<file path="config.mk">
export PLATFORM = sky130hd
export DESIGN_NAME = dual_mgr_ahb_arb
export DESIGN_NICKNAME = d
export VERILOG_FILES = /design/src/rtl/arb2_pkg.sv /design/src/rtl/arb2_hold_stage.sv /design/src/rtl/arb2_grant_fsm.sv /design/src/rtl/arb2_data_route.sv /design/src/rtl/dual_mgr_ahb_arb.sv
export SDC_FILE = /design/constraint.sdc
export NUM_CORES = 1
export LEC_CHECK = 0
export ABC_AREA = 1
export ABC_CLOCK_PERIOD_IN_PS = 2800
export BUFFER_PORTS_ARGS = -buffer_cell sky130_fd_sc_hd__buf_4
export CORE_AREA = 4 4 125 127
export CTS_CLUSTER_SIZE = 40
export DETAILED_ROUTE_END_ITERATION = 10
export DIE_AREA = 0 0 129 131
export PLACE_DENSITY = 0.72
export RECOVER_POWER = 100
export SYNTH_ARGS = -nofsm -noshare
export SYNTH_HDL_FRONTEND = slang
export SYNTH_SLANG_ARGS = --single-unit
</file>
<file path="constraint.sdc">
create_clock -name clk -period 2.8 [get_ports clk]
set_input_delay 0.56 -clock clk [delete_from_list [all_inputs] [get_ports clk]]
set_output_delay 0.56 -clock clk [all_outputs]
set_load 0.01 [all_outputs]
</file>
<file path="src/rtl/arb2_pkg.sv">
// Shared encodings and types for the two-manager address-phase arbiter.
package arb2_pkg;
    localparam logic [1:0] TR_IDLE   = 2'b00;
    localparam logic [1:0] TR_NONSEQ = 2'b10;
    localparam logic [1:0] TR_SEQ    = 2'b11;

    typedef enum logic [1:0] {
        OWN_NONE  = 2'b00,
        OWN_DATA  = 2'b01,
        OWN_INSTR = 2'b10
    } owner_e;

    typedef struct packed {
        logic       wr;
        logic [2:0] size;
        logic [2:0] burst;
        logic [1:0] trans;
    } ctl_t;
endpackage

</file>
<file path="src/rtl/arb2_hold_stage.sv">
// Per-manager capture and replay stage.
// Captures the manager's live address-phase controls when told to save.
// Presents the stored copy while a request is pending, otherwise the live inputs.
// Assumes save and clear are never asserted together.
module arb2_hold_stage
    import arb2_pkg::*;
#(
    parameter int ADDR_W  = 32,
    parameter bit SAVE_EN = 1'b1
) (
    input  logic              clk,
    input  logic              rst_n,
    input  ctl_t              live_ctl,
    input  logic [ADDR_W-1:0] live_addr,
    input  logic              save,
    input  logic              clear,
    output ctl_t              eff_ctl,
    output logic [ADDR_W-1:0] eff_addr,
    output logic              pend,
    output logic              req,
    output logic              seq
);
    generate
        if (SAVE_EN) begin : g_save
            ctl_t              ctl_q;
            logic [ADDR_W-1:0] addr_q;
            logic              pend_q;

            // Hold register: loads the loser's live fields on a save cycle.
            always_ff @(posedge clk) begin
                if (!rst_n) begin
                    ctl_q  <= '0;
                    addr_q <= '0;
                end else if (save) begin
                    ctl_q  <= live_ctl;
                    addr_q <= live_addr;
                end
            end

            // Pending flag: set on capture, dropped once the replay is accepted.
            always_ff @(posedge clk) begin
                if (!rst_n)     pend_q <= 1'b0;
                else if (save)  pend_q <= 1'b1;
                else if (clear) pend_q <= 1'b0;
            end

            assign eff_ctl  = pend_q ? ctl_q  : live_ctl;
            assign eff_addr = pend_q ? addr_q : live_addr;
            assign pend     = pend_q;
        end else begin : g_pass
            assign eff_ctl  = live_ctl;
            assign eff_addr = live_addr;
            assign pend     = 1'b0;
        end
    endgenerate

    assign req = (eff_ctl.trans != TR_IDLE);
    assign seq = (eff_ctl.trans == TR_SEQ);
endmodule

</file>
<file path="src/rtl/arb2_grant_fsm.sv">
// Address-phase owner state machine.
// States: no owner, load/store owner, fetch owner (the previous cycle's grant).
// A SEQ beat from the current owner keeps it on the bus.
// After a cycle with subordinate ready low the grant is frozen.
// Otherwise load/store wins over fetch.
module arb2_grant_fsm
    import arb2_pkg::*;
(
    input  logic   clk,
    input  logic   rst_n,
    input  logic   req_d,
    input  logic   req_i,
    input  logic   seq_d,
    input  logic   seq_i,
    input  logic   bus_ready,
    output owner_e gnt,
    output logic   hold
);
    owner_e state_q;
    logic   hold_q;

    // Grant decision for the address phase shown this cycle.
    always_comb begin
        if (hold_q)                              gnt = state_q;
        else if (state_q == OWN_DATA  && seq_d)  gnt = OWN_DATA;
        else if (state_q == OWN_INSTR && seq_i)  gnt = OWN_INSTR;
        else if (req_d)                          gnt = OWN_DATA;
        else if (req_i)                          gnt = OWN_INSTR;
        else                                     gnt = OWN_NONE;
    end

    // State update: remember this grant and whether the subordinate stalled.
    always_ff @(posedge clk) begin
        if (!rst_n) begin
            state_q <= OWN_NONE;
            hold_q  <= 1'b0;
        end else begin
            state_q <= gnt;
            hold_q  <= !bus_ready;
        end
    end

    assign hold = hold_q;
endmodule

</file>
<file path="src/rtl/arb2_data_route.sv">
// Data-phase routing.
// Registers the owner of each accepted address phase and uses it to steer
// write data to the subordinate and read data back to the right manager.
module arb2_data_route
    import arb2_pkg::*;
#(
    parameter int DATA_W = 32
) (
    input  logic              clk,
    input  logic              rst_n,
    input  owner_e            gnt,
    input  logic              bus_ready,
    input  logic [DATA_W-1:0] f_wdata,
    input  logic [DATA_W-1:0] l_wdata,
    input  logic [DATA_W-1:0] bus_rdata,
    output logic [DATA_W-1:0] bus_wdata,
    output logic [DATA_W-1:0] f_rdata,
    output logic [DATA_W-1:0] l_rdata,
    output owner_e            dph
);
    owner_e dph_q;

    // Data-phase owner: follows the grant on each accepted cycle.
    always_ff @(posedge clk) begin
        if (!rst_n)         dph_q <= OWN_NONE;
        else if (bus_ready) dph_q <= gnt;
    end

    // Write data select from the data-phase owner.
    always_comb begin
        case (dph_q)
            OWN_DATA:  bus_wdata = l_wdata;
            OWN_INSTR: bus_wdata = f_wdata;
            default:   bus_wdata = '0;
        endcase
    end

    assign f_rdata = (dph_q == OWN_INSTR) ? bus_rdata : '0;
    assign l_rdata = (dph_q == OWN_DATA)  ? bus_rdata : '0;
    assign dph     = dph_q;
endmodule

</file>
<file path="src/rtl/dual_mgr_ahb_arb.sv">
// Two-manager AHB-Lite arbiter top.
// Merges a fetch manager and a load/store manager onto one subordinate bus.
// Stores the loser of a collision and replays it later.
// Stalls any requesting manager that is not granted.
// Assumes single-cycle address phases and a subordinate that holds ready low
// only to extend the current data phase.
module dual_mgr_ahb_arb
    import arb2_pkg::*;
#(
    parameter int ADDR_W  = 32,
    parameter int DATA_W  = 32,
    parameter bit SAVE_EN = 1'b1
) (
    input  logic              clk,
    input  logic              rst_n,
    input  logic [1:0]        f_trans,
    input  logic              f_write,
    input  logic [2:0]        f_size,
    input  logic [2:0]        f_burst,
    input  logic [ADDR_W-1:0] f_addr,
    input  logic [DATA_W-1:0] f_wdata,
    output logic              f_ready,
    output logic [DATA_W-1:0] f_rdata,
    input  logic [1:0]        l_trans,
    input  logic              l_write,
    input  logic [2:0]        l_size,
    input  logic [2:0]        l_burst,
    input  logic [ADDR_W-1:0] l_addr,
    input  logic [DATA_W-1:0] l_wdata,
    output logic              l_ready,
    output logic [DATA_W-1:0] l_rdata,
    output logic [1:0]        bus_trans,
    output logic              bus_write,
    output logic [2:0]        bus_size,
    output logic [2:0]        bus_burst,
    output logic [ADDR_W-1:0] bus_addr,
    output logic [DATA_W-1:0] bus_wdata,
    input  logic              bus_ready,
    input  logic [DATA_W-1:0] bus_rdata
);
    ctl_t              f_live, l_live, f_eff, l_eff, bus_ctl;
    logic [ADDR_W-1:0] f_eaddr, l_eaddr;
    logic              pend_f, pend_l, req_f, req_l, seq_f, seq_l;
    logic              save_f, save_l, clr_f, clr_l, hold;
    owner_e            gnt, dph;

    assign f_live = '{wr: f_write, size: f_size, burst: f_burst, trans: f_trans};
    assign l_live = '{wr: l_write, size: l_size, burst: l_burst, trans: l_trans};

    // Capture the loser of a collision; release a replay once it is accepted.
    assign save_f = req_f && req_l && (gnt == OWN_DATA)  && !pend_f;
    assign save_l = req_f && req_l && (gnt == OWN_INSTR) && !pend_l;
    assign clr_f  = pend_f && (gnt == OWN_INSTR) && bus_ready;
    assign clr_l  = pend_l && (gnt == OWN_DATA)  && bus_ready;

    arb2_hold_stage #(.ADDR_W(ADDR_W), .SAVE_EN(SAVE_EN)) u_hold_f (
        .clk(clk), .rst_n(rst_n), .live_ctl(f_live), .live_addr(f_addr),
        .save(save_f), .clear(clr_f), .eff_ctl(f_eff), .eff_addr(f_eaddr),
        .pend(pend_f), .req(req_f), .seq(seq_f)
    );

    arb2_hold_stage #(.ADDR_W(ADDR_W), .SAVE_EN(SAVE_EN)) u_hold_l (
        .clk(clk), .rst_n(rst_n), .live_ctl(l_live), .live_addr(l_addr),
        .save(save_l), .clear(clr_l), .eff_ctl(l_eff), .eff_addr(l_eaddr),
        .pend(pend_l), .req(req_l), .seq(seq_l)
    );

    arb2_grant_fsm u_fsm (
        .clk(clk), .rst_n(rst_n), .req_d(req_l), .req_i(req_f),
        .seq_d(seq_l), .seq_i(seq_f), .bus_ready(bus_ready),
        .gnt(gnt), .hold(hold)
    );

    arb2_data_route #(.DATA_W(DATA_W)) u_route (
        .clk(clk), .rst_n(rst_n), .gnt(gnt), .bus_ready(bus_ready),
        .f_wdata(f_wdata), .l_wdata(l_wdata), .bus_rdata(bus_rdata),
        .bus_wdata(bus_wdata), .f_rdata(f_rdata), .l_rdata(l_rdata), .dph(dph)
    );

    // Address-phase mux: the granted manager's effective fields, or idle zeros.
    always_comb begin
        case (gnt)
            OWN_DATA:  begin bus_ctl = l_eff; bus_addr = l_eaddr; end
            OWN_INSTR: begin bus_ctl = f_eff; bus_addr = f_eaddr; end
            default:   begin bus_ctl = '0;    bus_addr = '0;      end
        endcase
    end

    assign bus_trans = bus_ctl.trans;
    assign bus_write = bus_ctl.wr;
    assign bus_size  = bus_ctl.size;
    assign bus_burst = bus_ctl.burst;

    // Ready to each manager: stalled while requesting without the grant.
    assign f_ready = bus_ready && !(req_f && gnt != OWN_INSTR);
    assign l_ready = bus_ready && !(req_l && gnt != OWN_DATA);
endmodule

</file>
## Word-level counts from Yosys, hierarchy flattened

Index checks and enable logic that the tools add are counted.

- Eq/ne operators: 10
- Reductions and logical operators: 24
- Muxes and demuxes: 18

Operator list:

| operator | number |
|---|---|
| two-way mux 32 bit | 4 |
| one-hot mux 32 bit (2 select lines) | 2 |
| two-way mux 9 bit | 2 |
| one-hot mux 9 bit (2 select lines) | 1 |
| logical AND 1 bit | 15 |
| == test 2 bit, second input constant | 5 |
| two-way mux 2 bit | 5 |
| nonzero test 2 bit | 4 |
| == test 2 x 1 -> 1 bit, second input constant | 3 |
| logical NOT 1 bit | 5 |
| two-way mux 1 bit | 4 |
| inequality test 2 x 1 -> 1 bit, second input constant | 1 |
| inequality test 2 bit, second input constant | 1 |

- Bits in registers: 89
- Logic and storage cells: 67

## Depth between registers and ports, before layout

Gate-level depths: netlist of run 1.

- Word-level depth: 12
- Depth in mapped cells: 15
- Mapped depth without buffers: 13

## Cells and area by module

From an unflattened synthesis of run 1, not the netlist that was laid out.

- Cells, all modules: 1080
- Area total of the unflattened synthesis: 6082.1 µm²

Modules (own cells, without submodules):

| module | instances | area an instance (µm²) | seq. area each (µm²) | cells an instance |
|---|---|---|---|---|
| arb2_hold_stage | 2 | 2037.0 | 840.8 | 322 |
| arb2_data_route | 1 | 1118.6 | 40.0 | 257 |
| dual_mgr_ahb_arb | 1 | 720.7 | 0.0 | 156 |
| arb2_grant_fsm | 1 | 168.9 | 60.1 | 23 |

## Least setup slack after synthesis of run 1

OpenSTA, ideal clock, no wires.

- Kind: input to output
- From: input port f_trans[1]
- To: output port bus_addr[10]
- Data arrival time: 2.203 ns
- Stages: 11
- Path slack: 0.037 ns
- Cell sequence: inv_1 > o21ai_0 > nand3_1 > nand3_1 > nand2_1 > inv_1 > ha_1 > clkbuf_1 > clkbuf_1 > o211ai_1 > a21oi_1

- Cells in the longest elaborated chain, start to end: 9

Ends and longest elaborated chain:

| item | RTL line | text |
|---|---|---|
| start, declared | dual_mgr_ahb_arb.sv:16 | `input logic [1:0] f_trans,` |
| two-way mux 9 bit (*) | arb2_hold_stage.sv:47 | `assign eff_ctl = pend_q ? ctl_q : live_ctl;` |
| nonzero test 2 bit | arb2_hold_stage.sv:57 | `assign req = (eff_ctl.trans != TR_IDLE);` |
| two-way mux 2 bit | arb2_grant_fsm.sv:28 | `else if (req_i) gnt = OWN_INSTR;` |
| two-way mux 2 bit | arb2_grant_fsm.sv:27 | `else if (req_d) gnt = OWN_DATA;` |
| two-way mux 2 bit (*) | arb2_grant_fsm.sv:26 | `else if (state_q == OWN_INSTR && seq_i) gnt = OWN_INSTR;` |
| two-way mux 2 bit (*) | arb2_grant_fsm.sv:25 | `else if (state_q == OWN_DATA && seq_d) gnt = OWN_DATA;` |
| two-way mux 2 bit (*) | arb2_grant_fsm.sv:24 | `if (hold_q) gnt = state_q;` |
| via gnt[1] | dual_mgr_ahb_arb.sv:45 | `owner_e gnt, dph;` |
| == test 2 bit / == test 2 x 1 -> 1 bit (equally long branches) | dual_mgr_ahb_arb.sv:82 | `case (gnt)` |
| one-hot mux 32 bit (2 select lines) (*) | dual_mgr_ahb_arb.sv:82 |  |
| end, declared | dual_mgr_ahb_arb.sv:36 | `output logic [ADDR_W-1:0] bus_addr,` |

Mark *: on every way through the listed nets, which the timed path passes. The rest lies on a longest branch.

## Worst setup path after layout of run 1

- From: register u_hold_l.g_save.pend_q, in the netlist u_hold_l.pend
- To: output port bus_addr[2]

- Cells in the longest elaborated chain, start to end: 8

Ends and longest elaborated chain:

| item | RTL line | text |
|---|---|---|
| start, declared | arb2_hold_stage.sv:27 | `logic pend_q;` |
| start signal, assigned | arb2_hold_stage.sv:42 | `if (!rst_n) pend_q <= 1'b0;` |
| start signal, assigned | arb2_hold_stage.sv:43 | `else if (save) pend_q <= 1'b1;` |
| start signal, assigned | arb2_hold_stage.sv:44 | `else if (clear) pend_q <= 1'b0;` |
| two-way mux 9 bit (*) | arb2_hold_stage.sv:47 |  |
| nonzero test 2 bit | arb2_hold_stage.sv:57 |  |
| two-way mux 2 bit | arb2_grant_fsm.sv:27 |  |
| two-way mux 2 bit | arb2_grant_fsm.sv:26 |  |
| two-way mux 2 bit (*) | arb2_grant_fsm.sv:25 |  |
| two-way mux 2 bit (*) | arb2_grant_fsm.sv:24 |  |
| via gnt[1] | dual_mgr_ahb_arb.sv:45 |  |
| == test 2 bit / == test 2 x 1 -> 1 bit (equally long branches) | dual_mgr_ahb_arb.sv:82 |  |
| one-hot mux 32 bit (2 select lines) (*) | dual_mgr_ahb_arb.sv:82 |  |

Marks and branches as above.

==> qor.csv, run 1 <==
metric,value,unit
router iterations before antenna repair,5,
max-slew violations,0,
f_max,0.352,GHz
area post-placement,0.00824,sq mm
GP Congestion,0.932,
Sink Count,89,
nets,1408,
"commonest cells after routing, fill and taps aside","348 x buf_4, 168 x nor2_1, 150 x nand2_1",
final wirelength,25500,um
Post-synth EDFFs,0,
most used cell along the critical path,nand2_4,
Worst Setup End Kind,output pin,
Final min period,2.84,ns
"commonest non-fill, non-tap cell in the layout",buf_4,
worst-path maximum fanout,5,
post-route setup slack,-0.0383,ns
CTS Hold Bufs,0,
sw frac,0.342,
Synth Register Bits,89,
Die Width,129,um
Clock Power Share,0.287,
CP max stage delay,0.37,ns
DRC Markers,0,
FF-to-FF Start,u_hold_l.pend,
via count,7256,
initial antenna violation count,0,
H-tree Lvls,3,
failing checks,negative setup slack,
fin util,0.635,
total CTS buffers,9,
"Critical Path, Cell by Cell",buf_6 > nand2_4 > nand2_4 > nor2_2 > nand2_1 > nand3_2 > nand2_4 > inv_4 > ha_4 > buf_12 > buf_12 > o211ai_1 > a21oi_2 > buf_4,
WHS Endpoint,u_fsm.hold,
Worst Hold Launch,bus_ready,
r2r endpoint,u_route.dph[1],
first-pass GRT wire length,36800,um
Startpoint Class,register,
clk_skew,0.0113,ns
Cell Int Power,0.00324,W
"Cell Area, Synth",0.00569,sq mm
root buffer cell,clkbuf_16,
Area Overhead vs Synth,61.1,%
Worst EP required,2.24,ns
Final Instance Area,0.00917,sq mm
Tcrit/Tclk final,1.01,
Final Hold Fails,0,
min-delay worst type,in -> reg,
ranking of synthesized cells by area,"dfxtp_1 31%, nor2_1 11%, nand2_1 10%",
reg2reg setup slack,0.02,ns
CORE AREA,0.0144,sq mm
hold path cells,2,
CTS tree,yes,
Cell Rows,44,
critical path class,reg -> out,
relative slew slack,0.154,
Clock Path Buffers,2,
Max VDD drop,0.313,mV
Starting Density,0.395,
Worst Hold Slack,0.428,ns
synth warn,0,
DP Cell Count,1362,
# Max-Cap Violations,0,
Yosys top cell by area,dfxtp_1,
initial drt markers,462,
total grt overflow,0,
ant diodes,0,
reg2reg path depth,22,
Die ar.,0.0169,sq mm
largest net degree at the start of global routing,69,
Psw,0.00169,W
wire length per cell,18.1,um
share of power burned in registers,0.309,
Port Buffers,319,
Ports,320,
GR Util All Layers,0.277,
syn nets,1092,
ys flop type,dfxtp_1,
# setup viols final,10,
Async SR Flop Fraction,0,
RSZ-0062 raised after global routing,true,
combinational power share,0.404,
top-area cell type share of the netlist area,0.313,
Die Y,131,um
Cell Pwr Density,538,mW/mm^2
PnR Total Power,0.00493,W
Arrival @ worst endpoint,2.28,ns
vias per cell,5.14,
"non-filler cells, final",1411,
HPWL Detailed,17500,um
worst-skew pair later-pin latency,0.34,ns
clock transition at the registers of the reported paths,0.07,ns
leakage power,4.59,nW
slowest CP cell,dfxtp_4,
Synth Instances,906,
Final ANT Viol Nets,0,
fillers,1350,
layout cells sized above 1,0.414,
syn avg cell area,6.28,sq um
vias in the first global route,6689,
status,finished with violations,
Worst Tran Pin Value,1.27,ns
sequential fraction of the synthesis area,0.313,
distinct cell type count after synthesis,21,
cell usage after synthesis (20+ instances only):
library cell,instances
nand2_1,156
nor2_1,169
o21ai_0,65
inv_1,78
clkbuf_1,44
o211ai_1,78
dfxtp_1,89
o21ai_1,20
a21oi_1,79
or2_2,78
cell type report:
| type | count | area (sq um) | share of cell area |
|---|---|---|---|
| timing repair buffer | 378 | 3040 | 0.332 |
| multi-input combinational | 660 | 3430 | 0.374 |
| clock buffer | 9 | 225 | 0.0246 |
| inverter | 84 | 325 | 0.0355 |
| sequential | 89 | 1790 | 0.195 |
| tap | 184 | 230 | 0.0251 |
| clock inverter | 7 | 124 | 0.0135 |
stage by stage:
stage	worst slack, ns	TNS [ns]
after global placement	0.0597	0
after detailed placement	0.0274	0
after floorplan	0.0366	0
final	-0.0383	-0.0978
after global routing	-0.130	-3.23
after CTS	-0.0267	-0.122
power by group through the flow:
| stage | clock network [W] | registers (W) | logic [W] |
|---|---|---|---|
| 5_1_grt | 0.00148 | 0.00154 | 0.00216 |
| 3_5_place_dp | 0 | 0.00154 | 0.00169 |
| 3_3_place_gp | 0 | 0.00154 | 0.00168 |
| 4_1_cts | 0.00143 | 0.00152 | 0.00193 |
| 6_report | 0.00141 | 0.00152 | 0.00199 |
| 2_1_floorplan | 0 | 0.00152 | 0.000964 |
how the worst max path moves through the flow:
stage / from / to / depth (start not counted)
floorplan: f_trans[1] / bus_addr[10] / 11
finish: u_hold_l.pend / bus_addr[2] / 14
detailed placement: f_trans[1] / bus_addr[24] / 12
global route: u_hold_l.pend / bus_addr[10] / 14
global placement: f_trans[1] / bus_addr[31] / 12
CTS: u_hold_l.pend / bus_addr[9] / 15
per-layer routing:
layer | part of all wire | GRT usage
met1 | 0.38 | 0.341
met2 | 0.50 | 0.459
met3 | 0.086 | 0.0654
met4 | 0.041 | 0.128
met5 | 0 | 0
worst max-delay path: cells and delay by family (launching register included):
family          cells  cell delay (ns)
fa+ha+maj           1             0.17
buf+inv             5             0.61
simple gates        6             0.47
flops               1             0.37
compound gates      2             0.32
cells by family (layout without fill, tap and decap cells):
group                      count (synthesis)  in the layout  synth area share
DFF                                       89             89             0.313
adders and majority gates                  5              5            0.0110
AOI/OAI and AO/OA                        242            242             0.247
and+or+nand+nor                          413            413             0.315
buffers and inverters                    157            478             0.114
flip-flops by register name (all words and copies together) (netlist names):
name / cells
u_hold_f.g_save.addr_q: 32
u_hold_l.g_save.addr_q: 32
u_hold_l.g_save.ctl_q: 9
u_fsm.state_q: 2
u_fsm.hold: 1
u_hold_l.pend: 1
u_route.dph: 2
u_hold_f.g_save.ctl_q: 9
u_hold_f.pend: 1
what timing repair did:
action,4_1_cts,5_1_grt
pin swaps,49,30
buffers inserted,27,3
endpoints found under the setup margin,42,42
cloned,6,1
resized for setup,31,34
(Power assumes the default switching activity.)
==> run 2, diff against run 1 <==
--- a/config.mk
+++ b/config.mk
@@ -6,13 +6,13 @@
 export NUM_CORES = 1
 export LEC_CHECK = 0
 export ABC_AREA = 1
-export ABC_CLOCK_PERIOD_IN_PS = 2800
+export ABC_CLOCK_PERIOD_IN_PS = 3400
 export BUFFER_PORTS_ARGS = -buffer_cell sky130_fd_sc_hd__buf_4
 export CORE_AREA = 4 4 125 127
 export CTS_CLUSTER_SIZE = 40
 export DETAILED_ROUTE_END_ITERATION = 10
 export DIE_AREA = 0 0 129 131
-export PLACE_DENSITY = 0.72
+export PLACE_DENSITY = 0.68
 export RECOVER_POWER = 100
 export SYNTH_ARGS = -nofsm -noshare
 export SYNTH_HDL_FRONTEND = slang
==> constraint.sdc (replaced) <==
create_clock -name clk -period 3.4 [get_ports clk]
set_input_delay 0.68 -clock clk [delete_from_list [all_inputs] [get_ports clk]]
set_output_delay 0.68 -clock clk [all_outputs]
set_load 0.01 [all_outputs]
==> run 2 against run 1 <==
  * The flow now finishes without violations
  * Core utilization decreased by 8.1 points
  * Clock-buffer cell count increased by 1
  * Critical path depth decreased by 2
  * Setup slack improved by 0.25 ns
  * Combinational power decreased by 35%
  * Final cell count decreased by 3.0%
  * Register-to-register slack improved by 0.55 ns
  * Critical path type unchanged
==> qor.csv, run 2 (synthesized netlist as in run 1, its figures left out) <==
metric,value,unit
fillers,1571,
Worst EP required,2.72,ns
HPWL Detailed,17700,um
vias per cell,5.11,
"commonest non-fill, non-tap cell in the layout",buf_4,
Starting Density,0.395,
Post-CTS Setup Inserts,0,
relative slew slack,0.00831,
Startpoint Class,register,
first-pass GRT wire length,34600,um
H-tree Lvls,3,
Cell Rows,44,
nets,1366,
fin util,0.554,
CP Capture Point,bus_addr[31],
DRC Markers,0,
largest net degree at the start of global routing,84,
status,finished clean,
min-delay worst type,reg -> reg,
vias in the first global route,6332,
Setup TNS Final,0,ns
# setup viols final,0,
Area Overhead vs Synth,40.5,%
ant diodes,0,
Port Buffers,319,
CTS tree,yes,
via count,6997,
Arrival @ worst endpoint,2.51,ns
r2r endpoint,u_hold_f.g_save.addr_q[5],
FF-to-FF Start,u_hold_l.pend,
router iterations before antenna repair,5,
Final min period,3.19,ns
clk_skew,0.00899,ns
# Max-Cap Violations,0,
root buffer cell,clkbuf_16,
GP Congestion,0.865,
Cell Pwr Density,445,mW/mm^2
Ports,320,
Die ar.,0.0169,sq mm
reg2reg path depth,13,
total grt overflow,0,
reg2reg setup slack,0.57,ns
clock transition at the registers of the reported paths,0.06,ns
initial antenna violation count,1,
Die Y,131,um
Worst Tran Pin Value,1.49,ns
Final Hold Fails,0,
Die Width,129,um
largest registers,"u_hold_f.g_save.addr_q x32, u_hold_l.g_save.addr_q x32",
"commonest cells after routing, fill and taps aside","200 x buf_4, 169 x nor2_1, 156 x nand2_1",
worst-skew pair later-pin latency,0.34,ns
CORE AREA,0.0144,sq mm
Max VDD drop,0.251,mV
layout cells sized above 1,0.266,
Final ANT Viol Nets,0,
final wirelength,23800,um
Tcrit/Tclk final,0.938,
Worst Setup End Kind,output pin,
Sink Count,89,
GR Util All Layers,0.261,
leakage power,3.76,nW
worst-path maximum fanout,25,
critical path class,reg -> out,
wire length per cell,17.4,um
Clock Path Buffers,2,
f_max,0.314,GHz
Crit. Startpoint,u_hold_l.pend,
RSZ-0062 raised after global routing,false,
Worst Hold Launch,u_hold_f.g_save.addr_q[19],
max-slew violations,0,
initial drt markers,488,
total CTS buffers,9,
## run 2: cell count changes in the layout (fill, tap and decap cells not counted), sizes merged
cell,previous run,this run
buf,369,206
bufinv,3,1
clkbuf,18,140
clkinv,2,1
clkinvlp,1,4
inv,85,84
## run 2: critical path, stage by stage (launching register included)
cell     delay, ns
dfxtp_2       0.34
inv_2         0.19
nand2_1       0.09
nand2_1       0.12
inv_1         0.08
nand2_4       0.10
nand3_1       0.09
nand2_1       0.12
inv_1         0.09
ha_1          0.38
buf_12        0.20
a21oi_1       0.20
buf_4         0.16
## run 2: repair_timing
action	4_1_cts	5_1_grt
endpoints found under the setup margin	0	8
gates resized for setup	0	4
hold buffers	0	0
## run 2: worst min path at each step
stage / to / slack [ns] / cells after the start
2_1_floorplan: u_hold_f.g_save.addr_q[0] / 0.44 / 2
3_3_place_gp: u_hold_f.g_save.addr_q[19] / 0.45 / 2
3_5_place_dp: u_hold_f.g_save.addr_q[31] / 0.46 / 2
4_1_cts: u_hold_f.g_save.addr_q[31] / 0.47 / 2
5_1_grt: u_hold_l.g_save.addr_q[14] / 0.50 / 2
6_report: u_hold_f.g_save.addr_q[19] / 0.47 / 2
## run 2: power breakdown
group          internal, W  total [W]  switching, W
Sequential         0.00118    0.00126     0.0000776
Combinational     0.000523    0.00130      0.000776
Clock             0.000571    0.00100      0.000433
## run 2: per-layer routing
| layer | wire length (um) | vias up | GRT usage |
|---|---|---|---|
| met5 | 7 | - | 0 |
| li1 | - | 3457 | - |
| met2 | 11100 | 337 | 0.409 |
| met3 | 2180 | 36 | 0.0675 |
| met1 | 10100 | 3165 | 0.353 |
| met4 | 451 | 2 | 0.0840 |
## run 2: metrics by stage
step / area [sq um] / cells / total power [W] / worst slack, ns / hold WS [ns]
2_1_floorplan: 5690 / 906 / 0.00204 / 0.397 / 0.441
3_3_place_gp: 8190 / 1353 / 0.00266 / 0.361 / 0.449
3_5_place_dp: 8190 / 1353 / 0.00266 / 0.339 / 0.458
4_1_cts: 8490 / 1369 / 0.00367 / 0.177 / 0.473
5_1_grt: 7990 / 1369 / 0.00377 / 0.0364 / 0.496
6_report: 7990 / 1369 / 0.00356 / 0.211 / 0.468
## run 2: final cells by class
type / instances / area (sq um) / share of cell area
Timing Repair Buffer: 336 / 2120 / 0.265
Clock inverter: 6 / 68.8 / 0.00861
Clock buffer: 10 / 229 / 0.0286
Sequential cell: 89 / 1780 / 0.223
Multi-Input combinational cell: 660 / 3250 / 0.407
Inverter: 84 / 315 / 0.0394
Tap cell: 184 / 230 / 0.0288
